===== src/rtl/i2cw_pkg.sv =====
package i2cw_pkg;

  typedef enum logic [1:0] {
    PH_IDLE  = 2'd0,
    PH_SHIFT = 2'd1,
    PH_ACK   = 2'd2
  } phase_t;

  localparam logic [7:0] CRC_POLY = 8'h07;

  // one byte of CRC-8, MSB first, no reflection
  function automatic logic [7:0] crc8_byte(input logic [7:0] c, input logic [7:0] d);
    logic [7:0] r;
    r = c ^ d;
    for (int i = 0; i < 8; i++) begin
      r = r[7] ? ((r << 1) ^ CRC_POLY) : (r << 1);
    end
    return r;
  endfunction

endpackage


===== src/rtl/i2cw_sync.sv =====
module i2cw_sync #(
  parameter int W      = 2,
  parameter int STAGES = 2
) (
  input  logic         clk,
  input  logic         rst,
  input  logic [W-1:0] d_i,
  output logic [W-1:0] q_o,
  output logic [W-1:0] q_prev_o
);
  logic [W-1:0] stage [STAGES];
  logic [W-1:0] prev_q;

  // idle bus level is high, so every stage resets to 1
  always_ff @(posedge clk) begin
    if (rst) begin
      for (int s = 0; s < STAGES; s++) stage[s] <= '1;
      prev_q <= '1;
    end else begin
      stage[0] <= d_i;
      for (int s = 1; s < STAGES; s++) stage[s] <= stage[s-1];
      prev_q <= stage[STAGES-1];
    end
  end

  assign q_o      = stage[STAGES-1];
  assign q_prev_o = prev_q;
endmodule


===== src/rtl/i2cw_crc8.sv =====
module i2cw_crc8 (
  input  logic       clk,
  input  logic       rst,
  input  logic       clr,
  input  logic       en,
  input  logic [7:0] din,
  output logic [7:0] crc_o
);
  import i2cw_pkg::*;

  always_ff @(posedge clk) begin
    if (rst || clr) crc_o <= 8'h00;
    else if (en)    crc_o <= crc8_byte(crc_o, din);
  end
endmodule


===== src/rtl/i2cw_regfile.sv =====
module i2cw_regfile #(
  parameter int NREG = 16,
  parameter int W    = 8,
  parameter int IW   = 8
) (
  input  logic              clk,
  input  logic              rst,
  input  logic              we,
  input  logic [IW-1:0]     waddr,
  input  logic [W-1:0]      wdata,
  output logic [NREG*W-1:0] regs_o
);
  logic [W-1:0] mem [NREG];

  for (genvar g = 0; g < NREG; g++) begin : g_reg
    always_ff @(posedge clk) begin
      if (rst)                             mem[g] <= '0;
      else if (we && int'(waddr) == g)     mem[g] <= wdata;
    end
    assign regs_o[g*W +: W] = mem[g];
  end


  reset_clear_chk: assert property (@(posedge clk) rst |=> (regs_o == '0));


  range_ignore_chk: assert property (@(posedge clk) disable iff (rst)
    (we && int'(waddr) >= NREG) |=> $stable(regs_o));
endmodule


===== src/rtl/i2cw_pec_target.sv =====
module i2cw_pec_target #(
  parameter int         NREG        = 16,
  parameter int         STRAP_W     = 4,
  parameter logic [2:0] ADDR_PREFIX = 3'b101,
  parameter int         SYNC_STAGES = 2
) (
  input  logic              clk,
  input  logic              rst,
  input  logic              scl_i,
  input  logic              sda_i,
  input  logic [3:0]        strap_i,
  output logic              sda_oe_o,
  output logic [NREG*8-1:0] regs_o
);
  import i2cw_pkg::*;

  localparam int BYTE_W = 8;
  localparam int CNT_W  = $clog2(BYTE_W + 1);
  localparam int LAST_B = 3;

  logic [1:0] ln_s, ln_p;
  logic scl_s, sda_s, scl_p, sda_p;

  i2cw_sync #(.W(2), .STAGES(SYNC_STAGES)) i_sync (
    .clk(clk), .rst(rst), .d_i({scl_i, sda_i}), .q_o(ln_s), .q_prev_o(ln_p)
  );
  assign {scl_s, sda_s} = ln_s;
  assign {scl_p, sda_p} = ln_p;

  logic start_ev, stop_ev, scl_rise, scl_fall;
  assign start_ev = scl_s & scl_p &  sda_p & ~sda_s;
  assign stop_ev  = scl_s & scl_p & ~sda_p &  sda_s;
  assign scl_rise = scl_s & ~scl_p;
  assign scl_fall = ~scl_s & scl_p;

  phase_t             phase_q;
  logic [CNT_W-1:0]   cnt_q;
  logic [1:0]         idx_q;
  logic [BYTE_W-1:0]  shreg_q, sub_q, dat_q;
  logic               sda_oe_q;
  logic [7:0]         crc_q;

  logic byte_done, addr_hit, ack_now, crc_en, wr_en;
  assign byte_done = scl_fall && (phase_q == PH_SHIFT) && (cnt_q == CNT_W'(BYTE_W));
  assign addr_hit  = (shreg_q[7:1] == {ADDR_PREFIX, strap_i[STRAP_W-1:0]}) && !shreg_q[0];

  always_comb begin
    case (idx_q)
      2'd0:    ack_now = addr_hit;
      2'd3:    ack_now = (shreg_q == crc_q);
      default: ack_now = 1'b1;
    endcase
  end

  assign crc_en = byte_done && ack_now && (idx_q != 2'(LAST_B));
  assign wr_en  = scl_fall && (phase_q == PH_ACK) && (idx_q == 2'(LAST_B));

  i2cw_crc8 i_crc (
    .clk(clk), .rst(rst), .clr(start_ev), .en(crc_en), .din(shreg_q), .crc_o(crc_q)
  );

  always_ff @(posedge clk) begin
    if (rst) begin
      phase_q  <= PH_IDLE;
      cnt_q    <= '0;
      idx_q    <= '0;
      shreg_q  <= '0;
      sub_q    <= '0;
      dat_q    <= '0;
      sda_oe_q <= 1'b0;
    end else if (start_ev) begin
      phase_q  <= PH_SHIFT;
      cnt_q    <= '0;
      idx_q    <= '0;
      sda_oe_q <= 1'b0;
    end else if (stop_ev) begin
      phase_q  <= PH_IDLE;
      sda_oe_q <= 1'b0;
    end else begin
      case (phase_q)
        PH_SHIFT: begin
          if (scl_rise && cnt_q < CNT_W'(BYTE_W)) begin
            shreg_q <= {shreg_q[BYTE_W-2:0], sda_s};
            cnt_q   <= cnt_q + 1'b1;
          end else if (byte_done) begin
            if (ack_now) begin
              sda_oe_q <= 1'b1;
              phase_q  <= PH_ACK;
              if (idx_q == 2'd1) sub_q <= shreg_q;
              if (idx_q == 2'd2) dat_q <= shreg_q;
            end else begin
              phase_q <= PH_IDLE;
            end
          end
        end
        PH_ACK: begin
          if (scl_fall) begin
            sda_oe_q <= 1'b0;
            cnt_q    <= '0;
            idx_q    <= idx_q + 2'd1;
            phase_q  <= (idx_q == 2'(LAST_B)) ? PH_IDLE : PH_SHIFT;
          end
        end
        default: ;
      endcase
    end
  end

  assign sda_oe_o = sda_oe_q;

  i2cw_regfile #(.NREG(NREG), .W(BYTE_W), .IW(BYTE_W)) i_regs (
    .clk(clk), .rst(rst), .we(wr_en), .waddr(sub_q), .wdata(dat_q), .regs_o(regs_o)
  );


  addr_ack_chk: assert property (@(posedge clk) disable iff (rst)
    (sda_oe_q && idx_q == 2'd0) |-> addr_hit);


  pec_ack_chk: assert property (@(posedge clk) disable iff (rst)
    (sda_oe_q && idx_q == 2'(LAST_B)) |-> (shreg_q == crc_q));


  commit_in_ack_chk: assert property (@(posedge clk) disable iff (rst)
    wr_en |-> sda_oe_q);


  oe_scl_low_chk: assert property (@(posedge clk) disable iff (rst)
    (sda_oe_q != $past(sda_oe_q)) |-> !scl_s);
endmodule


===== config.mk =====
export PLATFORM = sky130hd
export DESIGN_NAME = i2cw_pec_target
export DESIGN_NICKNAME = d
export VERILOG_FILES = /design/src/rtl/i2cw_pkg.sv /design/src/rtl/i2cw_sync.sv /design/src/rtl/i2cw_crc8.sv /design/src/rtl/i2cw_regfile.sv /design/src/rtl/i2cw_pec_target.sv
export SDC_FILE = /design/constraint.sdc
export NUM_CORES = 1
export LEC_CHECK = 0
export BUFFER_PORTS_ARGS = -buffer_cell sky130_fd_sc_hd__buf_2
export CORE_AREA = 8 8 130 132
export DETAILED_ROUTE_END_ITERATION = 10
export DIE_AREA = 0 0 138 140
export PLACE_DENSITY = 0.69
export REMOVE_ABC_BUFFERS = 1
export SLEW_MARGIN = 25
export SYNTH_ARGS = -nofsm -noshare
export SYNTH_HDL_FRONTEND = slang
export SYNTH_SLANG_ARGS = --single-unit

===== constraint.sdc =====
create_clock -name clk -period 2.95 [get_ports clk]
set_input_delay 0.1475 -clock clk [delete_from_list [all_inputs] [get_ports clk]]
set_output_delay 0.1475 -clock clk [all_outputs]
set_load 0.02 [all_outputs]

==> results by stage, run 1 <==
Final layout:
- The count of nets after finishing is slightly above 700.
- 0 antenna diodes ended up in the layout.
- For this run, the share of the core covered by cells in the final layout is 0.589.
- The multi-input combinational cells in the finished layout cover a total of between 2000 and 2500 um2.
- The fraction of final layout cells sized beyond drive strength 1 is 0.282.
- The count of fill cells added during filler insertion is roughly 1200.
- The area growth from synthesis to layout is 20.8%.
- The sequential cell area is between 4000 and 5000 um2.

Worst setup path:
- In this run the critical register-to-register path is launched from i_sync.q_prev_o[1].
- The critical path's largest stage delay is around 0.70 ns.
- The critical path capture point type is a register.
- The critical path startpoint category is a register.
- The data required time of the worst path is around 3.1 ns.
- The setup check on the worst reg-to-reg path leaves a slack of 0.43 ns.
- The type of the worst setup path is reg -> reg.
- The largest fanout on the critical path is 8.
- For this design, the slowest cell found on the critical path is or4_1.
- The reg-to-reg endpoint is i_regs.mem[1][27].
- The number of cell instances on the worst register-to-register path is 5.
- The signal on the critical path passes through inv_2 > or4b_1 > or4_1 > o21bai_1 > buf_4.
- The arrival time of the worst setup path is approximately 2.7 ns.

Logic synthesis:
- After synthesis the netlist holds a flip-flop and latch count of approximately 180.
- The count of warnings emitted by yosys is 0.
- The count of flip-flops with a built-in enable after synthesis is roughly 130.
- The primary flip-flop cell chosen by synthesis mapping is edfxtp_1.
- The mean post-synth cell area is ~13 um2.
- In this run, distinct cell masters in the synthesized netlist total a little over 40.
- The async set or reset register ratio after synthesis is 0.
- The share of the Yosys chip area taken by registers is 0.660.
- The cell area that synthesis handed to floorplanning was approximately 7200 um2.
- In the synthesized netlist, the number of instances is about 570.

Timing:
- Timing would allow up to roughly 0.4 GHz.
- The period utilization is 0.856.
- Setup repair after global routing left no endpoint under its margin.
- The worst slew margin relative to its limit is 0.428.
- The setup-violating endpoint count in the final report is 0.
- The worst path needs about 2.5 ns of the cycle, external delays included.
- At the pin with the least slew margin, the transition time is between 0.8 and 0.9 ns.
- The clock skew after layout is approximately 0.0072 ns.
- The max-slew violation count is 0.
- The final count of hold timing violations is 0.

Detailed routing:
- After the first detailed-routing iteration, the DRC count stood at between 400 and 500.
- The number of iterations in the first detailed-routing pass is 5.
- Wire segments on met3 add up to 1130 um in the final route.
- The final routed DRC violation total is 0.
- The final layout contains routed wiring with a total length of between 15000 and 20000 um.
- The number of routed nets with antenna violations is 0.
- Detailed routing placed a total of around 8300 um of wire on met2.
- After detailed routing, the average wire length per cell comes to roughly 19 um.
- Routed signal wires occupy layers up through met4.
- Across all layers, the routed design uses between 4000 and 5000 vias.
- After detailed routing, the number of vias per cell comes to 5.31.
- The met1 routed wirelength after detailed routing is around 7000 um.

Global route:
- The total overflow left after global routing is 0.
- The first global-routing pass estimated approximately 26000 um of wire.
- The initial antenna violation count is 0.
- Entering global routing, the biggest net connects between 40 and 50 pins.
- The via count of the first global-routing pass is roughly 4700.
- The overall global routing resource usage is 0.172.

Placement:
- Buffers placed on the I/O ports in this run total 136.
- Routability-driven placement finished with a final weighted congestion of 0.806.
- Once detailed placement completed, the half-perimeter wirelength came to between 10000 and 15000 um.

Floorplanning:
- The die covers slightly below 20000 um2.
- In this run the horizontal extent of the chip is 138 um.
- around 140 I/O pins were placed.
- The effective utilization at floorplan is 0.488.
- The standard cell core area is 14900 um2.
- Row generation in the floorplan step produced 45 rows.
- The height of the die is roughly 140 um.

CTS:
- For the worst-skew pair, the clock arrives at the later sink with an insertion delay of approximately 0.42 ns.
- The clock-pin slew reported for the worst setup and hold paths after clock tree synthesis is roughly 0.060 ns.
- The number of post-CTS setup repair buffers is 0.
- TritonCTS built the clock tree.
- The number of H-tree branching levels is 4.
- Counting along the longest clock path gives a buffer depth of 2.
- The number of buffers inserted by hold repair at cts is 2.
- The post-cts gate resize count is 0.
- The buffer type at the clock tree root is clkbuf_16.
- Clock tree synthesis found a total of around 180 sinks.
- The number of buffers inserted during clock tree synthesis is 17.

Power:
- For this design the ratio of total power to cell area is around 600 nW/um2.
- VDD sags by at most approximately 0.00035 V.
- After layout, the design draws a total of between 0.005 and 0.006 W.
- In this run the static leakage power is around 3.2 nW.

Hold path:
- In this run the most critical hold path is launched from rst.
- The path with the worst hold slack has its endpoint at shreg_q[4].
- The hold path depth is 2.
- In this run the worst hold path is classified as in -> reg.

Job:
- Across the run, the number of max-cap violations was 0.

Status:
- The flow ran to the end, and the final reports show no timing, DRC or antenna violations.
cells in the final DEF (no fill, tap or decap), types with 15 or more instances in the layout:
cell / n
clkbuf_16: 20
xnor2_1: 22
nand2_1: 15
nand4_1: 16
buf_2: 136
and2_1: 128
o21bai_1: 16
buf_4: 17
edfxtp_1: 128
a21oi_1: 27
o21ai_0: 22
dfxtp_1: 47
nor2_1: 17
power breakdown:
part	switching (W)	internal, W	total, W
Sequential	0.0000330	0.00272	0.00276
Combinational	0.000217	0.0000894	0.000306
Clock	0.000887	0.00125	0.00214
logic make-up after synthesis:
kind of cell	Yosys count	share of synthesized area
xor gates and xnor gates	27	0.0326
adders and majority gates	9	0.0155
AOI/OAI and AO/OA	75	0.0609
DFF	175	0.660
buffers and inverters	45	0.0249
and+or+nand+nor	227	0.194
muxes	9	0.0124
through the flow:
step / TNS [ns] / cells / hold WS [ns] / instance area (um2) / worst slack (ns)
detailed placement: 0 / 871 / 0.333 / 8160 / 0.456
CTS: 0 / 905 / 0.305 / 8750 / 0.417
global placement: 0 / 871 / 0.331 / 8160 / 0.518
finish: 0 / 905 / 0.301 / 8750 / 0.426
floorplan: -1.46 / 530 / 0.217 / 7100 / -0.339
global route: 0 / 905 / 0.347 / 8750 / 0.303
flip-flops by register name (all words and copies together) (netlist names):
register,count
dat_q,8
shreg_q,8
i_sync.stage,4
i_sync.q_prev_o,2
cnt_q,4
sda_oe_o,1
idx_q,2
phase_q,2
i_crc.crc_o,8
sub_q,8
i_regs.mem,128
synth_stat cells, types with 2 or more instances:
master	number	area, um2
nand4_1	16	100
ha_1	9	113
or2_2	8	50.1
nand2_1	15	56.3
clkbuf_1	30	113
o21ai_0	22	110
nor2_2	4	25.0
dfxtp_1	47	941
and2_1	128	801
nor3_1	4	20.0
a21oi_1	27	135
nor3_4	4	65.1
or3_1	3	18.8
buf_2	6	30.0
nand2b_1	5	31.3
inv_1	7	26.3
nand4b_1	2	17.5
or4_1	6	45.0
xor2_1	5	43.8
edfxtp_1	128	3840
nor4_1	2	12.5
nor2b_1	2	12.5
o21bai_1	16	120
xnor2_1	22	193
mux2i_1	9	90.1
nand3_1	4	20.0
a31oi_1	2	12.5
o31ai_1	5	37.5
nor2_1	17	63.8
worst max-delay path by stage:
stage | from | to | slack, ns | cells after the start
floorplan | cnt_q[0] | i_crc.crc_o[1] | -0.34 | 7
global placement | i_sync.q_prev_o[1] | i_regs.mem[0][19] | 0.52 | 5
detailed placement | i_sync.q_prev_o[1] | i_regs.mem[0][20] | 0.46 | 5
CTS | i_sync.q_prev_o[1] | i_regs.mem[1][30] | 0.42 | 5
global route | i_sync.q_prev_o[1] | i_regs.mem[1][5] | 0.30 | 5
finish | i_sync.q_prev_o[1] | i_regs.mem[1][27] | 0.43 | 5
layout make-up:
cell class	count	share of cell area
Tap cell	188	0.0269
Inverter	8	0.00343
Timing Repair Buffer	155	0.0946
Clock buffer	24	0.0600
Clock inverter	8	0.00557
Sequential cell	175	0.547
Multi-Input combinational cell	347	0.263
critical path, delay by kind of cell, from the launching register on:
family	cells	cell delay, ns
buffers and inverters	2	0.26
DFF	1	0.41
and+or+nand+nor	2	1.32
AOI/OAI and AO/OA	1	0.24
per-layer routing:
metal  track usage  vias up
met5             0        -
met2         0.283      177
met3        0.0504       19
met4        0.0601        0
met1         0.213     2338
li1              -     2273
Note: power is estimated with default switching activity, not from simulation.
==> run 2, diff against run 1 <==
CORE_AREA = 2 2 124 126   (was 8 8 130 132)
DIE_AREA = 0 0 126 128   (was 0 0 138 140)
PLACE_DENSITY = 0.81   (was 0.69)
==> run 2 against run 1 <==
Critical path depth grew 2. Routed wire length shrank 3.5%. Cell count is the same.
==> results by stage, run 2 (same netlist as run 1, synthesis figures left out) <==
Status:
- The flow ran to the end, and the final reports show no timing, DRC or antenna violations.

CTS:
- The number of buffers inserted during clock tree synthesis is 17 (unchanged).
- The number of post-CTS setup repair buffers was 0 (unchanged).
- The number of buffers on the longest clock path was 2 (unchanged).
- The clock latency on the worst-skew pair is 0.43 ns (about the same).
- Clock tree synthesis selected as its root buffer the cell clkbuf_16.
- The clock net sink count is 175 (unchanged).
- The clock-pin slew reported for the worst setup and hold paths after clock tree synthesis is 0.07 ns (about the same).
- The number of H-tree branching levels was 4 (unchanged).
- TritonCTS built the clock tree.

Detailed routing:
- The wire length reported by the detailed router is 16200 um (-3.5%).
- The number of routed nets with antenna violations is 0 (unchanged).
- The violation count after the first detailed-route iteration is 356 (-25%).
- The number of iterations in the first detailed-routing pass is 4 (-1).
- The via count normalized by instance count was 5.42 (+2.1%).
- The total number of vias is 4907 (+2.1%).
- The average wire per cell in the routed design is 17.9 um (-3.5%).
- The final routed DRC violation total is 0 (unchanged).

Worst setup path:
- The register-to-register setup slack is 0.40 ns (-0.03 ns).
- The largest fanout on the critical path is 28 (+20).
- The worst setup path is of the reg -> reg kind.
- The critical path startpoint category is a register.
- The endpoint identified for the worst register-to-register timing path is phase_q[1].
- The data required time of the worst path was 3.27 ns (+0.19 ns).
- STA classifies the critical path endpoint as a register.
- The arrival time of the worst setup path is 2.88 ns (+0.23 ns).
- The number of cell instances on the worst register-to-register path is 7 (+2).
- Tracing the worst setup path back leads to its startpoint at shreg_q[6].
- The startpoint identified for the worst register-to-register timing path is shreg_q[6].

Power:
- The largest vdd supply drop is 0.000435 V (+25%).
- The clock group share of total power was 0.429 (+0.018).
- The cell internal power dissipation was 0.00416 W (+2.4%).
- The share of power burned in combinational logic was 0.056 (-0.003).
- The share of total power consumed by net switching came to 0.224 (+0.00514).
- The reported leakage power was 3.24 nW (about the same).
- The power density over the cells is 610 nW/um2 (+2.6%).
- The sequential group share of total power is 0.515 (-0.015).
- The switching component of the power is 0.00120 W (+5.5%).

Final layout:
- The register with the most flip-flops in the final layout is i_regs.mem.
- The post-layout instance count excluding filler cells was 905 (unchanged).
- The number of antenna repair diodes was 0 (unchanged).
- The count of fill cells added during filler insertion came to 1141 (-6.1%).
- The number of flip-flops under the largest register name is 128 (unchanged).
- The multi-input combinational cell area is 2300 um2 (unchanged).
- The top cell types in the final layout, fill and taps aside, are 136 x buf_2, 128 x and2_1, 128 x edfxtp_1.
- The sequential cell area is 4780 um2 (unchanged).
- The area growth from synthesis to layout is 21.3%.
- The fraction of final layout cells sized beyond drive strength 1 is 0.285 (+0.00279).
- The count of nets after finishing is 721 (unchanged).
- Leaving out fill and tap cells, the most frequent cell in the layout is buf_2.

Global route:
- The first-pass GRT wire length came to 25400 um (-3.4%).
- The maximum number of pins on one net before global-route repair is 37 (-12%).
- The total overflow reported by the global router was 0 (unchanged).
- The via count of the first global-routing pass is 4872 (+4.7%).
- The overall global routing resource usage is 0.205 (+0.0327).
- The initial antenna violation count is 0 (unchanged).

Placement:
- The final weighted congestion of routability-driven global placement was 0.842 (+4.5%).
- The half-perimeter wire length of the detailed placement result is 10900 um (-5.6%).
- The count of port buffers added during placement is 136 (unchanged).
- The number of placed instances, taps included is 871 (unchanged).

Floorplanning:
- The width of the die is 126 um (-8.7%).
- The area of the die is 16100 um2 (-17%).
- The height of the die is 128 um (-8.6%).
- The standard cell core area is 14900 um2 (unchanged).
- The top-level I/O count is 137 (unchanged).
- The number of placement rows is 45 (unchanged).
- The effective utilization at floorplan came to 0.488 (unchanged).

Job:
- The count of max-cap constraint violations came to 0 (unchanged).

Timing:
- Setup repair after global routing left no endpoint under its margin.
- The maximum frequency from static timing analysis is 0.392 GHz (-1.2%).
- The period utilization is 0.866 (+0.0101).
- The slew at the pin closest to its max-slew limit is 0.877 ns (+0.0209 ns).
- The worst hold margin came to 0.414 ns (+0.112 ns).
- The final total negative setup slack was 0 ns (unchanged).
- The worst slew margin relative to its limit is 0.415 (-0.0131).
- The max-slew violation count was 0 (unchanged).
- The setup-violating endpoint count in the final report is 0 (unchanged).
- The clock skew after layout is 0.00931 ns (+0.00209 ns).
- The clock period minus worst slack is 2.55 ns (+0.0297 ns).
- The final count of hold timing violations is 0 (unchanged).

Hold path:
- The startpoint identified for the worst hold timing path is i_sync.stage[0][0].
- The endpoint with the worst hold slack is i_sync.stage[0][2].
- The hold path depth is 1 (-1).
- The class of the tightest hold or removal check is reg -> reg.
==> run 2: changes by cell type in the layout (fill, tap and decap cells not counted), sizes merged <==
cell | previous run | this run
clkbuf | 24 | 18
clkinv | 2 | 5
inv | 13 | 11
bufinv | 0 | 3
clkinvlp | 1 | 3
==> run 2: worst max path at each step <==
stage / end / cells after the start
detailed placement: i_regs.mem[0][29] / 5
floorplan: i_crc.crc_o[1] / 7
global route: phase_q[1] / 7
finish: phase_q[1] / 7
CTS: phase_q[1] / 7
global placement: i_regs.mem[0][5] / 5
==> run 2: per-stage QoR <==
| stage | utilization | power [W] | area (um2) | setup slack [ns] |
|---|---|---|---|---|
| detailed placement | 0.549 | 0.00311 | 8160 | 0.453 |
| global route | 0.591 | 0.00551 | 8790 | 0.178 |
| CTS | 0.591 | 0.00538 | 8790 | 0.434 |
| global placement | 0.549 | 0.00310 | 8160 | 0.495 |
| finish | 0.591 | 0.00536 | 8790 | 0.396 |
| floorplan | - | 0.00298 | 7100 | -0.339 |
==> run 2: layout make-up <==
| type | instances | area share |
|---|---|---|
| clock buffer | 18 | 0.0488 |
| clock inverter | 14 | 0.0208 |
| inverter | 8 | 0.00342 |
| multi-input combinational | 347 | 0.262 |
| sequential | 175 | 0.544 |
| tap | 188 | 0.0268 |
| timing repair buffer | 155 | 0.0942 |
==> run 2: power groups by stage <==
stage               combinational (W)  clock, W  sequential [W]
global placement             0.000295         0         0.00281
finish                       0.000301   0.00230         0.00276
detailed placement           0.000301         0         0.00281
floorplan                   0.0000464         0         0.00293
global route                 0.000318   0.00242         0.00277
CTS                          0.000304   0.00232         0.00276
==> run 2: worst max-delay path, cell delays in order, from the launching register on <==
cell and delay, ns:
dfxtp_1 0.48, xnor2_1 0.17, ha_1 0.22, and4_1 0.17, a31oi_1 0.21, o31a_1 0.76
o21ai_0 0.20, and3_1 0.22
==> run 2: routing by layer <==
metal	part of all wire	wire [um]	GRT usage
met5	0	0	0
met4	0.022	353	0.0711
met3	0.078	1270	0.0568
met2	0.51	8210	0.351
met1	0.39	6360	0.251
==> run 2: what timing repair did <==
action / CTS / global route
resized for setup: 0 / 0
hold buffers: 2 / 0
endpoints found under the hold margin: 2 / 0
==> run 3, diff against run 2 <==
RECOVER_POWER = 25   (was unset)
REMOVE_ABC_BUFFERS = unset   (was 1)
==> run 3 against run 2 <==
Critical endpoint is now i_regs.mem[0][31]. Maximum frequency is 1.2% lower. Hold slack worse by 0.27 ns. Critical path type unchanged. Clock-buffer cell count is 1 lower. Combinational power is 5% lower. Sequential share of layout area is 0.59 points higher. Die area stayed put. Register-to-register slack worse by 0.03 ns. Clock skew is 0.0010 ns lower.
==> results by stage, run 3 (same netlist as run 1, synthesis figures left out) <==
Final layout:
- The multi-input combinational cell area is 2300 um2 (unchanged).
- The number of antenna repair diodes is 0 (unchanged).
- The number of flip-flops under the largest register name came to 128 (unchanged).
- Relative to the synthesized area, the layout overhead comes to 20.0%.
- The largest register by flop count is i_regs.mem.
- In the layout the commonest cells are 128 x and2_1, 128 x edfxtp_1, 102 x clkbuf_1.
- The count of fill cells added during filler insertion was 1193 (+4.6%).
- The fraction of final layout cells sized beyond drive strength 1 came to 0.146 (-0.138).
- The count of nets after finishing was 723 (+0.28%).
- The sequential cell area is 4780 um2 (unchanged).

Power:
- The share of power burned in combinational logic is 0.053 (-0.003).
- The sequential group share of total power is 0.509 (-0.006).
- The clock group share of total power was 0.438 (+0.009).
- The largest vdd supply drop was 0.000322 V (-26%).
- The cell internal power dissipation is 0.00423 W (+1.6%).
- The switching component of the power came to 0.00120 W (-0.23%).
- The reported leakage power is 2.98 nW (-8.0%).
- The share of total power consumed by net switching was 0.221 (-0.00308).
- The power density over the cells is 623 nW/um2 (+2.3%).

Placement:
- The count of port buffers added during placement is 136 (unchanged).
- The final weighted congestion of routability-driven global placement is 0.838 (-0.49%).
- The worst-case setup slack after placement is 0.423 ns (-0.0303 ns).
- The half-perimeter wire length of the detailed placement result is 11100 um (+1.4%).

Detailed routing:
- The number of routed nets with antenna violations is 0 (unchanged).
- The average wire per cell in the routed design came to 18.2 um (+1.7%).
- The total number of vias came to 4914 (+0.14%).
- The violation count after the first detailed-route iteration is 381 (+7.0%).
- The number of iterations in the first detailed-routing pass is 5 (+1).
- The via count normalized by instance count is 5.42 (about the same).
- The wire length reported by the detailed router is 16500 um (+1.9%).
- The final routed DRC violation total is 0 (unchanged).

Worst setup path:
- The register-to-register setup slack is 0.37 ns (-0.03 ns).
- The count of buffer and inverter cells on the critical path is 2 (+2).
- In this design, the largest share of critical-path delay is due to simple AND/OR/NAND/NOR gates.
- The arrival time of the worst setup path was 2.72 ns (-0.16 ns).
- Walking the worst path, the cells encountered are inv_2 > or4b_1 > or4_1 > o21bai_1 > buf_4.
- The worst setup path is captured at a register.
- The data required time of the worst path is 3.08 ns (-0.19 ns).
- The critical path startpoint category is a register.
- For this design, the slowest cell found on the critical path is or4_1.
- The critical path is of the reg -> reg type.
- The critical path's largest stage delay came to 0.72 ns (-0.04 ns).
- The largest fanout on the critical path was 8 (-71%).

CTS:
- The post-cts gate resize count came to 0 (unchanged).
- The clock-pin slew reported for the worst setup and hold paths after clock tree synthesis is 0.07 ns (about the same).
- The clock net sink count is 175 (unchanged).
- The clock tree from TritonCTS is built.
- The clock latency on the worst-skew pair is 0.42 ns (about the same).
- The number of H-tree branching levels is 4 (unchanged).
- The number of buffers inserted during clock tree synthesis is 17 (unchanged).
- The buffer type at the clock tree root is clkbuf_16.
- The number of buffers on the longest clock path is 2 (unchanged).

Floorplanning:
- The number of placement rows is 45 (unchanged).
- The area of the die came to 16100 um2 (unchanged).
- The effective utilization at floorplan was 0.488 (unchanged).
- The height of the die is 128 um (unchanged).
- The width of the die came to 126 um (unchanged).
- The standard cell core area is 14900 um2 (unchanged).
- The top-level I/O count is 137 (unchanged).

Timing:
- The maximum frequency from static timing analysis is 0.387 GHz (-1.2%).
- The final count of hold timing violations is 0 (unchanged).
- The slew at the pin closest to its max-slew limit is 0.802 ns (-0.0750 ns).
- The final total negative setup slack is 0 ns (unchanged).
- The clock period minus worst slack is 2.58 ns (+0.0307 ns).
- Setup repair after global routing left no endpoint under its margin.
- The post-route worst setup slack is 0.365 ns (-0.0307 ns).
- The worst slew margin relative to its limit is 0.464 (+0.0493).
- The clock skew after layout is 0.00829 ns (-0.00102 ns).
- The max-slew violation count is 0 (unchanged).
- The setup-violating endpoint count in the final report is 0 (unchanged).
- The period utilization is 0.876 (+0.0104).

Global route:
- The maximum number of pins on one net before global-route repair is 27 (-27%).
- The total overflow reported by the global router was 0 (unchanged).
- The via count of the first global-routing pass is 4932 (+1.2%).
- The initial antenna violation count is 0 (unchanged).
- The overall global routing resource usage is 0.208 (+0.00306).
- The first-pass GRT wire length is 26000 um (+2.3%).

Job:
- The count of max-cap constraint violations is 0 (unchanged).

Logic synthesis:
- The total nets after synthesis is approximately 580.

Status:
- The run finished with clean final reports.

Hold path:
- The class of the tightest hold or removal check is in -> reg.
[run 3: cell types whose count changed in the layout (fill, tap and decap cells not counted), sizes merged]
cell      before  now
clkinvlp       3    2
bufinv         3    4
inv           11   14
buf          153   53
clkbuf        18  119
clkinv         5    3
[run 3: power by group through the flow]
stage,Clock (W),Sequential [W],Combinational (W)
2_1_floorplan,0,0.00293,0.0000566
3_3_place_gp,0,0.00281,0.000299
3_5_place_dp,0,0.00281,0.000305
4_1_cts,0.00239,0.00276,0.000308
5_1_grt,0.00249,0.00277,0.000300
6_report,0.00238,0.00276,0.000285
[run 3: repair_timing]
item | 4_1_cts | 5_1_grt
hold buffers | 2 | 0
endpoints found under the hold margin | 2 | 0
setup buffers | 0 | 0
[run 3: metal layers]
| metal | wire (um) | share of wire | track usage |
|---|---|---|---|
| met1 | 6640 | 0.40 | 0.254 |
| met2 | 8320 | 0.50 | 0.368 |
| met3 | 1270 | 0.077 | 0.0467 |
| met4 | 273 | 0.017 | 0.0679 |
| met5 | 0 | 0 | 0 |
[run 3: final timing paths]
kind / cells past startpoint / start / endpoint
worst min-delay path: 2 / rst / shreg_q[1]
worst max register to register: 5 / i_sync.q_prev_o[1] / i_regs.mem[0][31]
worst min register to register: 1 / i_sync.stage[0][0] / i_sync.stage[0][2]
worst max-delay path: 5 / i_sync.q_prev_o[1] / i_regs.mem[0][31]
[run 3: per-stage QoR]
| stage | instance area, um2 | std cells | hold WS (ns) | total power, W | utilization |
|---|---|---|---|---|---|
| final | 8700 | 907 | 0.143 | 0.00542 | 0.585 |
| after global routing | 8700 | 907 | 0.160 | 0.00556 | 0.585 |
| after CTS | 8820 | 907 | 0.131 | 0.00546 | 0.594 |
| after detailed placement | 8170 | 873 | 0.342 | 0.00312 | 0.550 |
| after global placement | 8170 | 873 | 0.339 | 0.00311 | 0.550 |
| after floorplan | 7250 | 567 | 0.251 | 0.00299 | - |
[run 3: final cells by class]
| type | count | area share |
|---|---|---|
| Multi-Input combinational cell | 347 | 0.265 |
| Timing Repair Buffer | 157 | 0.0823 |
| Tap cell | 188 | 0.0270 |
| Inverter | 8 | 0.00345 |
| Sequential cell | 175 | 0.550 |
| Clock inverter | 15 | 0.0236 |
| Clock buffer | 17 | 0.0489 |
[run 3: worst reg2reg max path: cells and delay by family (launching register included)]
kind                   cells  cell delay [ns]
AOI/OAI and AO/OA          1             0.25
and+or+nand+nor            2             1.34
buffers and inverters      2             0.27
DFF                        1             0.44
